File: config.mk
export PLATFORM = sky130hd
export DESIGN_NAME = i2c_regport
export DESIGN_NICKNAME = d
export VERILOG_FILES = /design/src/rtl/i2c_regport_pkg.sv /design/src/rtl/i2c_line_sync.sv /design/src/rtl/i2c_reg_bank.sv /design/src/rtl/i2c_regport.sv
export SDC_FILE = /design/constraint.sdc
export NUM_CORES = 1
export LEC_CHECK = 0
export CAP_MARGIN = 20
export CORE_ASPECT_RATIO = 1.75
export CORE_MARGIN = 1.5
export CORE_UTILIZATION = 30
export DETAILED_ROUTE_END_ITERATION = 16
export PLACE_DENSITY_LB_ADDON = 0.05
export REMOVE_ABC_BUFFERS = 1
export SETUP_SLACK_MARGIN = 0.15
export SLEW_MARGIN = 30
export SYNTH_ARGS = -nofsm -noshare
export SYNTH_HDL_FRONTEND = slang
export SYNTH_SLANG_ARGS = --single-unit
export TNS_END_PERCENT = 20
File: constraint.sdc
create_clock -name clk -period 4.01 [get_ports clk]
set_clock_uncertainty 0.2 [all_clocks]
set_input_delay 1.0025 -clock clk [delete_from_list [all_inputs] [get_ports clk]]
set_output_delay 1.0025 -clock clk [all_outputs]
set_load 0.02 [all_outputs]
File: src/rtl/i2c_regport_pkg.sv
`timescale 1ns/1ps
package i2c_regport_pkg;

    typedef enum logic [3:0] {
        ST_IDLE,
        ST_DEVADDR,
        ST_DEVACK,
        ST_PTRBYTE,
        ST_PTRACK,
        ST_WRBYTE,
        ST_WRACK,
        ST_RDBYTE,
        ST_RDACK,
        ST_SKIP
    } port_state_e;

endpackage

File: src/rtl/i2c_line_sync.sv
`timescale 1ns/1ps
module i2c_line_sync #(
    parameter int STAGES = 2
) (
    input  logic clk,
    input  logic rst_n,
    input  logic scl_in,
    input  logic sda_in,
    output logic scl_lvl,
    output logic sda_lvl,
    output logic scl_rise,
    output logic scl_fall,
    output logic start_evt,
    output logic stop_evt
);

    logic [STAGES-1:0] scl_pipe;
    logic [STAGES-1:0] sda_pipe;
    logic              scl_prev;
    logic              sda_prev;

    generate
        if (STAGES == 1) begin : g_single
            always_ff @(posedge clk or negedge rst_n) begin
                if (!rst_n) begin
                    scl_pipe <= '1;
                    sda_pipe <= '1;
                end else begin
                    scl_pipe <= scl_in;
                    sda_pipe <= sda_in;
                end
            end
        end else begin : g_multi
            always_ff @(posedge clk or negedge rst_n) begin
                if (!rst_n) begin
                    scl_pipe <= '1;
                    sda_pipe <= '1;
                end else begin
                    scl_pipe <= {scl_pipe[STAGES-2:0], scl_in};
                    sda_pipe <= {sda_pipe[STAGES-2:0], sda_in};
                end
            end
        end
    endgenerate

    always_ff @(posedge clk or negedge rst_n) begin
        if (!rst_n) begin
            scl_prev <= 1'b1;
            sda_prev <= 1'b1;
        end else begin
            scl_prev <= scl_lvl;
            sda_prev <= sda_lvl;
        end
    end

    assign scl_lvl   = scl_pipe[STAGES-1];
    assign sda_lvl   = sda_pipe[STAGES-1];
    assign scl_rise  = scl_lvl & ~scl_prev;
    assign scl_fall  = ~scl_lvl & scl_prev;
    assign start_evt = scl_lvl & scl_prev & sda_prev & ~sda_lvl;
    assign stop_evt  = scl_lvl & scl_prev & ~sda_prev & sda_lvl;

endmodule

File: src/rtl/i2c_reg_bank.sv
`timescale 1ns/1ps
module i2c_reg_bank #(
    parameter int AW = 4,
    parameter int DW = 8
) (
    input  logic          clk,
    input  logic          rst_n,
    input  logic          wr_en,
    input  logic [AW-1:0] wr_addr,
    input  logic [DW-1:0] wr_data,
    input  logic [AW-1:0] rd_addr,
    output logic [DW-1:0] rd_data
);

    localparam int DEPTH = 1 << AW;

    logic [DW-1:0] cells [DEPTH];

    generate
        for (genvar i = 0; i < DEPTH; i++) begin : g_cell
            always_ff @(posedge clk or negedge rst_n) begin
                if (!rst_n) begin
                    cells[i] <= '0;
                end else if (wr_en && (wr_addr == AW'(i))) begin
                    cells[i] <= wr_data;
                end
            end
        end
    endgenerate

    assign rd_data = cells[rd_addr];

endmodule

File: src/rtl/i2c_regport.sv
`timescale 1ns/1ps
module i2c_regport #(
    parameter logic [6:0] DEV_ADDR    = 7'b1101110,
    parameter int         PTR_W       = 4,
    parameter int         DATA_W      = 8,
    parameter int         SYNC_STAGES = 2
) (
    input  logic clk,
    input  logic rst_n,
    input  logic scl_i,
    input  logic sda_i,
    output logic sda_oe
);
    import i2c_regport_pkg::*;

    localparam int CNT_W = $clog2(DATA_W + 1);
    localparam logic [CNT_W-1:0] CNT_FULL = CNT_W'(DATA_W);
    localparam logic [CNT_W-1:0] CNT_LAST = CNT_W'(DATA_W - 1);

    logic scl_lvl, sda_lvl, scl_rise, scl_fall, start_evt, stop_evt;

    port_state_e       state, state_nxt;
    logic [DATA_W-1:0] rx_sh;
    logic [DATA_W-1:0] tx_sh;
    logic [CNT_W-1:0]  bit_cnt;
    logic [PTR_W-1:0]  ptr;
    logic              rd_mode;
    logic              mst_ack;
    logic              byte_full;
    logic              addr_hit;
    logic              wr_en;
    logic [DATA_W-1:0] rd_data;

    i2c_line_sync #(.STAGES(SYNC_STAGES)) u_sync (
        .clk       (clk),
        .rst_n     (rst_n),
        .scl_in    (scl_i),
        .sda_in    (sda_i),
        .scl_lvl   (scl_lvl),
        .sda_lvl   (sda_lvl),
        .scl_rise  (scl_rise),
        .scl_fall  (scl_fall),
        .start_evt (start_evt),
        .stop_evt  (stop_evt)
    );

    i2c_reg_bank #(.AW(PTR_W), .DW(DATA_W)) u_bank (
        .clk     (clk),
        .rst_n   (rst_n),
        .wr_en   (wr_en),
        .wr_addr (ptr),
        .wr_data (rx_sh),
        .rd_addr (ptr),
        .rd_data (rd_data)
    );

    assign byte_full = (bit_cnt == CNT_FULL);
    assign addr_hit  = (rx_sh[DATA_W-1:DATA_W-7] == DEV_ADDR);
    assign wr_en     = (state == ST_WRBYTE) && scl_fall && byte_full;

    // next-state logic
    always_comb begin
        state_nxt = state;
        if (stop_evt) begin
            state_nxt = ST_IDLE;
        end else if (start_evt) begin
            state_nxt = ST_DEVADDR;
        end else begin
            unique case (state)
                ST_IDLE:    state_nxt = ST_IDLE;
                ST_SKIP:    state_nxt = ST_SKIP;
                ST_DEVADDR: if (scl_fall && byte_full)
                                state_nxt = addr_hit ? ST_DEVACK : ST_SKIP;
                ST_DEVACK:  if (scl_fall)
                                state_nxt = rd_mode ? ST_RDBYTE : ST_PTRBYTE;
                ST_PTRBYTE: if (scl_fall && byte_full) state_nxt = ST_PTRACK;
                ST_PTRACK:  if (scl_fall) state_nxt = ST_WRBYTE;
                ST_WRBYTE:  if (scl_fall && byte_full) state_nxt = ST_WRACK;
                ST_WRACK:   if (scl_fall) state_nxt = ST_WRBYTE;
                ST_RDBYTE:  if (scl_fall && (bit_cnt == CNT_LAST)) state_nxt = ST_RDACK;
                ST_RDACK:   if (scl_fall) state_nxt = mst_ack ? ST_RDBYTE : ST_SKIP;
                default:    state_nxt = ST_IDLE;
            endcase
        end
    end

    // state register and datapath
    always_ff @(posedge clk or negedge rst_n) begin
        if (!rst_n) begin
            state   <= ST_IDLE;
            rx_sh   <= '0;
            tx_sh   <= '0;
            bit_cnt <= '0;
            ptr     <= '0;
            rd_mode <= 1'b0;
            mst_ack <= 1'b0;
        end else begin
            state <= state_nxt;
            if (start_evt || stop_evt) begin
                bit_cnt <= '0;
            end else begin
                unique case (state)
                    ST_DEVADDR, ST_PTRBYTE, ST_WRBYTE: begin
                        if (scl_rise && !byte_full) begin
                            rx_sh   <= {rx_sh[DATA_W-2:0], sda_lvl};
                            bit_cnt <= bit_cnt + CNT_W'(1);
                        end
                        if (scl_fall && byte_full) begin
                            if (state == ST_DEVADDR) rd_mode <= rx_sh[0];
                            if (state == ST_PTRBYTE) ptr <= rx_sh[PTR_W-1:0];
                            if (state == ST_WRBYTE)  ptr <= ptr + PTR_W'(1);
                        end
                    end
                    ST_DEVACK, ST_PTRACK, ST_WRACK: begin
                        if (scl_fall) begin
                            bit_cnt <= '0;
                            if (state == ST_DEVACK && rd_mode) tx_sh <= rd_data;
                        end
                    end
                    ST_RDBYTE: begin
                        if (scl_fall) begin
                            tx_sh   <= {tx_sh[DATA_W-2:0], 1'b1};
                            bit_cnt <= bit_cnt + CNT_W'(1);
                            if (bit_cnt == CNT_LAST) ptr <= ptr + PTR_W'(1);
                        end
                    end
                    ST_RDACK: begin
                        if (scl_rise) mst_ack <= ~sda_lvl;
                        if (scl_fall && mst_ack) begin
                            tx_sh   <= rd_data;
                            bit_cnt <= '0;
                        end
                    end
                    ST_IDLE, ST_SKIP: begin
                        bit_cnt <= '0;
                    end
                    default: bit_cnt <= '0;
                endcase
            end
        end
    end

    // output logic
    always_comb begin
        unique case (state)
            ST_DEVACK, ST_PTRACK, ST_WRACK: sda_oe = 1'b1;
            ST_RDBYTE:                      sda_oe = ~tx_sh[DATA_W-1];
            default:                        sda_oe = 1'b0;
        endcase
    end

endmodule

== Word level (Yosys, flattened, before mapping) ==
Index checks and enable logic that the tools add are counted.
Widths: inputs -> output; s select.

* Bits in registers: 164
* Input bits: 4
* Output and inout bits: 1
* Word-level logic and storage cells: 161

* Add/subtract/negate cells: 2
* Magnitude comparators: 1
* Eq/ne operators: 45
* Mux-type cells: 34
* Bitwise gates (word level): 14
* Reduce and logical (&&, ||, !) cells: 38

{| class="wikitable"
|+ Operators with widths
! kind !! number
|-
| $mux 4 || 21
|-
| $mux 8 || 6
|-
| $eq 4x4->1 const B || 11
|-
| $eq 4x3->1 const B || 9
|-
| $bmux 8 s4 || 1
|-
| $pmux 4 s8 || 1
|-
| $pmux 8 s3 || 1
|-
| $logic_and 1x1->1 || 23
|-
| $ne 4x4->1 const B || 5
|-
| $eq 4x2->1 const B || 4
|-
| $pmux 4 s4 || 1
|-
| $ne 3x3->1 const B || 5
|-
| $ne 2x2->1 const B || 6
|-
| $reduce_and 6->1 || 2
|-
| $add 4x1->4 const B || 2
|-
| $eq 4x1->1 const B || 2
|-
| $pmux 4 s2 || 1
|-
| $reduce_and 4->1 || 2
|-
| $and 1x1->1 || 7
|-
| $eq 7x7->1 const B || 1
|-
| $reduce_and 7->1 || 1
|-
| $not 1->1 || 6
|-
| $reduce_and 3->1 || 2
|-
| $reduce_or 3->1 || 2
|-
| 12 further kinds || 12
|}

== Longest topological paths before layout ==
Gate-level depths: netlist of run 1.

* Depth in word-level cells: 7
* Mapped depth: 8
* Gate-level depth less buffers: 7

== By module ==
From an unflattened synthesis of run 1, not the netlist that was laid out.

* Cell total of the unflattened synthesis: 569
* Area total of the unflattened synthesis: 8081.5 µm²

{| class="wikitable"
|+ Modules (own cells, without submodules)
! module !! instances !! cells each !! area an instance (µm²) !! seq. area each (µm²)
|-
| i2c_reg_bank || 1 || 364 || 5903.2 || 3203.1
|-
| i2c_regport || 1 || 195 || 1988.2 || 750.7
|-
| i2c_line_sync || 1 || 10 || 190.2 || 157.7
|}

== Worst setup path before layout of run 1 ==
OpenSTA, ideal clock, no wires.

* Path type: register to register
* Start: reg bit_cnt[0]
* End: reg u_bank.cells[104] (netlist name)
* Arrival: 2.052 ns
* Data required time: 3.685 ns
* Slack: 1.633 ns
* Stages on the path, launching flop included: 8
* Path buffers: 0
* Path through: dfrtp_1 > inv_1 > ha_1 > nand3b_1 > nor4_4 > nand2_2 > nor3_2 > mux2_2

* Word-level cells in the longest chain between the ends: 3

{| class="wikitable"
|+ Ends and longest elaborated chain
! element !! RTL line !! RTL
|-
| from (decl) || i2c_regport.sv:25 || <nowiki>logic [CNT_W-1:0] bit_cnt;</nowiki>
|-
| from (signal assigned) || i2c_regport.sv:106 || <nowiki>bit_cnt <= bit_cnt + CNT_W'(1);</nowiki>
|-
| from (signal assigned) || i2c_regport.sv:123 || <nowiki>bit_cnt <= bit_cnt + CNT_W'(1);</nowiki>
|-
| $eq 4x4->1 || i2c_regport.sv:57 || <nowiki>assign byte_full = (bit_cnt == CNT_FULL);</nowiki>
|-
| $logic_and 1x1->1 || i2c_regport.sv:59 || <nowiki>assign wr_en = (state == ST_WRBYTE) && scl_fall && byte_full;</nowiki>
|-
| $logic_and 1x1->1 || i2c_reg_bank.sv:24 || <nowiki>end else if (wr_en && (wr_addr == AW'(i))) begin</nowiki>
|-
| to (signal, indexed assignment) || i2c_reg_bank.sv:25 || <nowiki>cells[i] <= wr_data;</nowiki>
|-
| to (decl) || i2c_reg_bank.sv:17 || <nowiki>logic [DW-1:0] cells [DEPTH];</nowiki>
|}

Every way passes these cells.
A chain may end at the register's enable or synchronous reset.

== Worst setup path in the final report of run 1 ==
* Start: reg state[2]
* End: out sda_oe

* Word-level cells in the longest chain between the ends: 3
* Elaborated cells on any way between the ends: 6
* Those cells by class: eq/ne: 4; mux: 1; reduce/logical: 1

{| class="wikitable"
|+ Ends and longest elaborated chain
! element !! RTL line !! RTL
|-
| from (decl) || i2c_regport.sv:22 || <nowiki>port_state_e state, state_nxt;</nowiki>
|-
| from (signal assigned) || i2c_regport.sv:98 || <nowiki>state <= state_nxt;</nowiki>
|-
| $eq 4x2->1 / $eq 4x3->1 (equally long branches) || i2c_regport.sv:145 || <nowiki>unique case (state)</nowiki>
|-
| $reduce_or 3->1 || i2c_regport.sv:145 ||
|-
| $pmux 1 s2 * || i2c_regport.sv:145 ||
|-
| to (decl) || i2c_regport.sv:12 || <nowiki>output logic sda_oe</nowiki>
|}

Every way passes the cells marked *; elsewhere a longest branch is shown, timed or not.

==> results of run 1 <==
-- power by group --
group	total, mW	switching (mW)	internal, mW
sequential	1.96	0.241	1.72
clock	1.82	0.706	1.11
combinational	0.488	0.303	0.185
-- layer usage --
metal,global-route usage,share of wire
met4,0.07510,0.029
met2,0.3088,0.55
met5,0,0
met3,0.03042,0.021
met1,0.1886,0.40
-- logic make-up after synthesis --
family | count (synthesis) | synth area share
compound gates | 86 | 0.07671
fa+ha+maj | 6 | 0.009489
buf+inv | 49 | 0.02467
mux | 183 | 0.2896
xor+xnor | 2 | 0.002215
simple gates | 103 | 0.07766
flops | 164 | 0.5197
-- layout make-up --
type	instances	area (µm²)
Fill cell	2537	17000
Multi-Input combinational cell	380	3608
Tap cell	320	400.4
Clock inverter	15	226.5
Inverter	9	33.78
Clock buffer	17	425.4
Timing Repair Buffer	15	148.9
Sequential cell	164	4114
-- registers in the layout, summed over array words and instances, names as in the netlist --
register         flops
state                4
bit_cnt              4
mst_ack              1
rd_mode              1
u_sync.scl_prev      1
ptr                  4
tx_sh                8
u_sync.scl_pipe      2
u_sync.sda_pipe      2
u_sync.sda_prev      1
u_bank.cells       128
rx_sh                8
-- worst min-delay path by stage --
stage,startpoint,endpoint
finish,u_sync.sda_pipe[0],u_sync.sda_pipe[1]
global route,u_sync.sda_pipe[0],u_sync.sda_pipe[1]
CTS,u_sync.sda_pipe[0],u_sync.sda_pipe[1]
detailed placement,u_sync.sda_pipe[0],u_sync.sda_pipe[1]
global placement,u_sync.sda_pipe[0],u_sync.sda_pipe[1]
floorplan,u_sync.scl_pipe[0],u_sync.scl_pipe[1]
-- through the flow --
stage | setup slack [ns] | total power [mW] | utilization
2_1_floorplan | 1.353 | 2.168 | -
3_3_place_gp | 0.9677 | 2.481 | 0.3198
3_5_place_dp | 0.8839 | 2.491 | 0.3199
4_1_cts | 0.4081 | 4.338 | 0.3450
5_1_grt | 0.3099 | 4.467 | 0.3450
6_report | 0.4004 | 4.267 | 0.3450
-- layout by cell type, fill, tap and decap left out, types with 7 or more instances in the layout --
cell and count:
a21oi_1 12, clkbuf_16 17, mux2_2 137, a211oi_1 14
inv_1 9, mux2i_1 23, dfrtp_1 156, nor2b_1 8
nor2_1 20, nand2_1 13, nand3_1 12, nor2_2 12
a22oi_1 7, o21ai_0 10, nand2b_1 7, mux4_2 23
o22ai_1 7, buf_4 9
==> flow_summary.toml, run 1 <==
[status]
status = "finished, final reports clean"

[power]
p_leak_nw = 3.947
power.density_mw_per_mm2 = 476.3
vdd.ir_drop.worst_v = 0.0002754

[timing]
finalMaxSlewViolations = 0
hold_ws_ns = 0.1556
max_slew_margin = 0.3685
fin_setup_tns_ns = 0
rsz0062_at_grt = "no"
post-route-period-util = 0.9002
fmax_ghz = 0.2770
hold_violations = 0
setup_viol = 0
worst_pin_slew_ns = 0.9472
fin_crit_ns = 3.610

[synthesis]
ys.warnings.count = 0
syn_area_mm2 = 0.007911
yosysTopAreaCellShare = 0.4998
synthArstFlopShare = 1.000
synth_most_common_cell = "dfrtp_1"
avgSynthCellArea_um2 = 13.34
synthCells = 593
yosysTopAreaCell = "dfrtp_1"
netlist_top_cells_area = "dfrtp_1 (50%), mux2_2 (20%), mux4_2 (6.5%)"
ys_types = 57
synth_commonest_cells = "dfrtp_1 (158), mux2_2 (137), mux2i_1 (23), mux4_2 (23), nor2_1 (20)"
synth_edf_count = 0
synth.ff_latch_count = 164
yosysSeqAreaShare = 0.5197
ys.flop_type = "dfrtp_1"

[worst_setup_path]
rr_startpoint = "state[2]"
startpoint_type = "flop"
end_kind = "output port"
crit_arrival_ns = 2.41
crit_type = "reg2out"
startpoint = "state[2]"
critical_path.max_fanout = 19
crit_end = "sda_oe"
r2r_end = "u_bank.cells[110]"
r2r_cells = 5
crit_chain = "nand2_1 -> o21a_1 -> nor2_1 -> clkdlybuf4s50_1"
reg2reg_slack_ns = 1.06
critPathRequiredTime_ns = 2.81
worst_path_dominant_cell_family = "flip-flops"
cp_slowest_cell = "dfrtp_1"
slowest_delay_ns = 0.70
worst-path-buf-inv = 1
worst-path-stages = 4

[layout]
stdcell_count = 920
drive_above_1_share = 0.3917
final_net_count = 597
stdcell_area_mm2 = 0.008957
syn2layout_area_growth_pct = 13.22
antennaDiodeCount = 0

[global_routing]
grt_pass1_vias = 5048
track_usage = 0.1682
grt_max_degree = 69
grt_pass1_wl_um = 33300
grt.overflow.total = 0
antenna_found_initial = 0

[cts]
numCtsBuffers = 17
post-cts-setup-buffers = 0
clockBufferDepth = 2
clk_pin_slew_worst_paths_ns = 0.07
cts_sinks = 164
htree_levels = 4
cts_root_buf = "clkbuf_16"
hold_buffers = 0
cts_tree = "done"
cts_repair_resize_count = 0
clock_latency_ns = 0.44

[min_path]
hold_path_class = "reg2reg"
hold_depth = 0

[detailed_routing]
initialDrtViolationCount = 297
vias = 4843
detail-route-antenna-nets = 0
route.detailed.drc = 0
post_drt_via_cell_ratio = 5.264
firstDrtPassIters = 6
wl_um = 21720
wire_per_inst_um = 23.60

[floorplanning]
core_area_mm2 = 0.02596
start_util = 0.3048
pin_count = 5
die_w_um = 125.8
die_area_mm2 = 0.02739
die_h_um = 217.8
num_rows = 78

[place]
placed_cell_area_mm2 = 0.008305
place_inst = 888
gp_congestion = 0.8410
io_buffers = 4
hpwlAfterDp_um = 14910

[job]
maxCapViolCount = 0
No activity file was read; power rests on OpenSTA's default activity.
==> run 2, diff against run 1 <==
CORE_UTILIZATION = 61   (was 30)
RECOVER_POWER = 25   (was not set)
==> run 2 against run 1 <==
  * The flow now finishes with violations (capacitance limit, slew limit)
  * Sequential power hardly changed
  * Sequential share of layout area is 1.6 points higher
  * Global-route usage is 13 points higher
  * Via count is 1.2% higher
  * Clock power is 12% lower
  * Count of clock-buffer cells in the layout stayed put
  * Total power is 5.4% lower
  * Die area is 50% lower
  * Combinational power is 11% lower
  * Critical path depth stayed put
  * Flip-flop and latch count stayed put
  * Fmax is 3.0% higher
  * Critical path type unchanged
  * Highest routed layer unchanged
==> flow_summary.toml, run 2 (synthesis results as in run 1) <==
[cts]
clockBufferDepth = 2
cts_repair_resize_count = 0
numCtsBuffers = 17
cts_tree = "done"
htree_levels = 4
clock_latency_ns = 0.42
clk_pin_slew_worst_paths_ns = 0.07
cts_sinks = 164
hold_buffers = 0
post-cts-setup-buffers = 0
cts_root_buf = "clkbuf_16"

[layout]
top_regs = "u_bank.cells: 128 flops, rx_sh: 8 flops, tx_sh: 8 flops"
stdcell_count = 765
drive_above_1_share = 0.3853
largest_reg_flops = 128
layout_commonest_cell = "dfrtp_1"
largest-register = "u_bank.cells"
nFillCells = 919
antennaDiodeCount = 0
syn2layout_area_growth_pct = 9.442
final_net_count = 594
layout_common_cells = "dfrtp_1 (156), mux2_2 (137), mux2i_1 (23), mux4_2 (23), nor2_1 (20)"

[detailed_routing]
detail-route-antenna-nets = 0
route.detailed.drc = 0
wl_um = 18140
initialDrtViolationCount = 345
wire_per_inst_um = 23.71
firstDrtPassIters = 4
vias = 4903
post_drt_via_cell_ratio = 6.409

[worst_setup_path]
crit_arrival_ns = 2.30
worst_path_dominant_cell_family = "flip-flops"
end_kind = "output port"
critPathRequiredTime_ns = 2.81
rr_startpoint = "bit_cnt[0]"
critical_path.max_fanout = 16
worst-path-buf-inv = 1
startpoint_type = "flop"
crit_type = "reg2out"
startpoint = "state[1]"
cp_slowest_cell = "dfrtp_1"
slowest_delay_ns = 0.68
crit_chain = "nand2_1 -> o21a_1 -> nor2_1 -> clkdlybuf4s50_1"

[floorplanning]
pin_count = 5
core_area_mm2 = 0.01257
die_h_um = 153.7
start_util = 0.6295
die_area_mm2 = 0.01369
num_rows = 54
die_w_um = 89.09

[power]
internal_power_mw = 2.784
seqPwrFrac = 0.493
vdd.ir_drop.worst_v = 0.0003955
clock_power_share = 0.399
p_leak_nw = 3.900
p_sw_mw = 1.253
combPwrFrac = 0.107
switching_share = 0.3103
power.density_mw_per_mm2 = 466.3

[timing]
fmax_ghz = 0.2854
fin_crit_ns = 3.504
hold_violations = 0
setup_viol = 0
max_slew_margin = -0.1591
worst_pin_slew_ns = 1.739
hold_ws_ns = 0.1654
post-route-period-util = 0.8738
fin_setup_tns_ns = 0
finalMaxSlewViolations = 73
rsz0062_at_grt = "no"

[job]
maxCapViolCount = 1

[place]
io_buffers = 4
gp_congestion = 0.8690
hpwlAfterDp_um = 12370
place_inst = 733

[global_routing]
grt.overflow.total = 0
antenna_found_initial = 0
track_usage = 0.2945
grt_max_degree = 73
grt_pass1_vias = 5246
grt_pass1_wl_um = 29200

[min_path]
min-delay-start = "u_sync.sda_pipe[0]"
hold_path_class = "reg2reg"

[status]
failed_checks = "capacitance limit, slew limit"
status = "finished, violations left"
run 2: cell types whose count changed in the layout (fill, tap and decap cells not counted), sizes merged:
cell,previous run,this run
clkinv,4,5
dlygate4sd3,0,2
clkinvlp,3,1
bufinv,5,1
clkdlybuf4s50,3,1
buf,12,7
clkbuf,17,19
inv,12,17
run 2: worst paths after layout:
path	endpoint	depth (start not counted)	slack, ns
worst max-delay path	sda_oe	4	0.51
worst min-delay path	u_sync.sda_pipe[1]	0	0.17
worst max register to register	u_bank.cells[21]	7	1.12
worst min register to register	u_sync.sda_pipe[1]	0	0.17
max in group asynchronous	ptr[1]	2	0.83
min in group asynchronous	u_bank.cells[56]	1	0.81
run 2: layer usage:
| layer | global-route usage | up-vias | routed length, µm |
|---|---|---|---|
| li1 | - | 2185 | - |
| met1 | 0.3483 | 2554 | 6747 |
| met4 | 0.1429 | 0 | 847 |
| met2 | 0.5073 | 113 | 9980 |
| met5 | 0 | - | 0 |
| met3 | 0.04992 | 51 | 559 |
run 2: through the flow:
stage               setup WS (ns)  total power, mW  area (µm²)  utilization
finish                     0.5062            4.037        8658       0.6890
global route               0.2416            4.194        8658       0.6890
CTS                        0.5166            4.053        8671       0.6900
detailed placement         0.9790            2.443        8079       0.6429
global placement            1.020            2.426        8077       0.6427
floorplan                   1.353            2.168        7750            -
run 2: power groups by stage:
stage,logic [mW],clock network (mW),registers [mW]
floorplan,0.262,0,1.91
global placement,0.421,0,2.00
detailed placement,0.428,0,2.02
CTS,0.430,1.64,1.98
global route,0.479,1.70,2.01
finish,0.434,1.61,1.99
run 2: area by class of cell:
cell class | instances | area [µm²] | share of cell area
clock buffer | 17 | 425.4 | 0.04913
clock inverter | 15 | 166.4 | 0.01922
inverter | 9 | 33.78 | 0.003902
multi-input combinational | 380 | 3608 | 0.4168
sequential | 164 | 4119 | 0.4757
tap | 168 | 210.2 | 0.02428
timing repair buffer | 12 | 95.09 | 0.01098
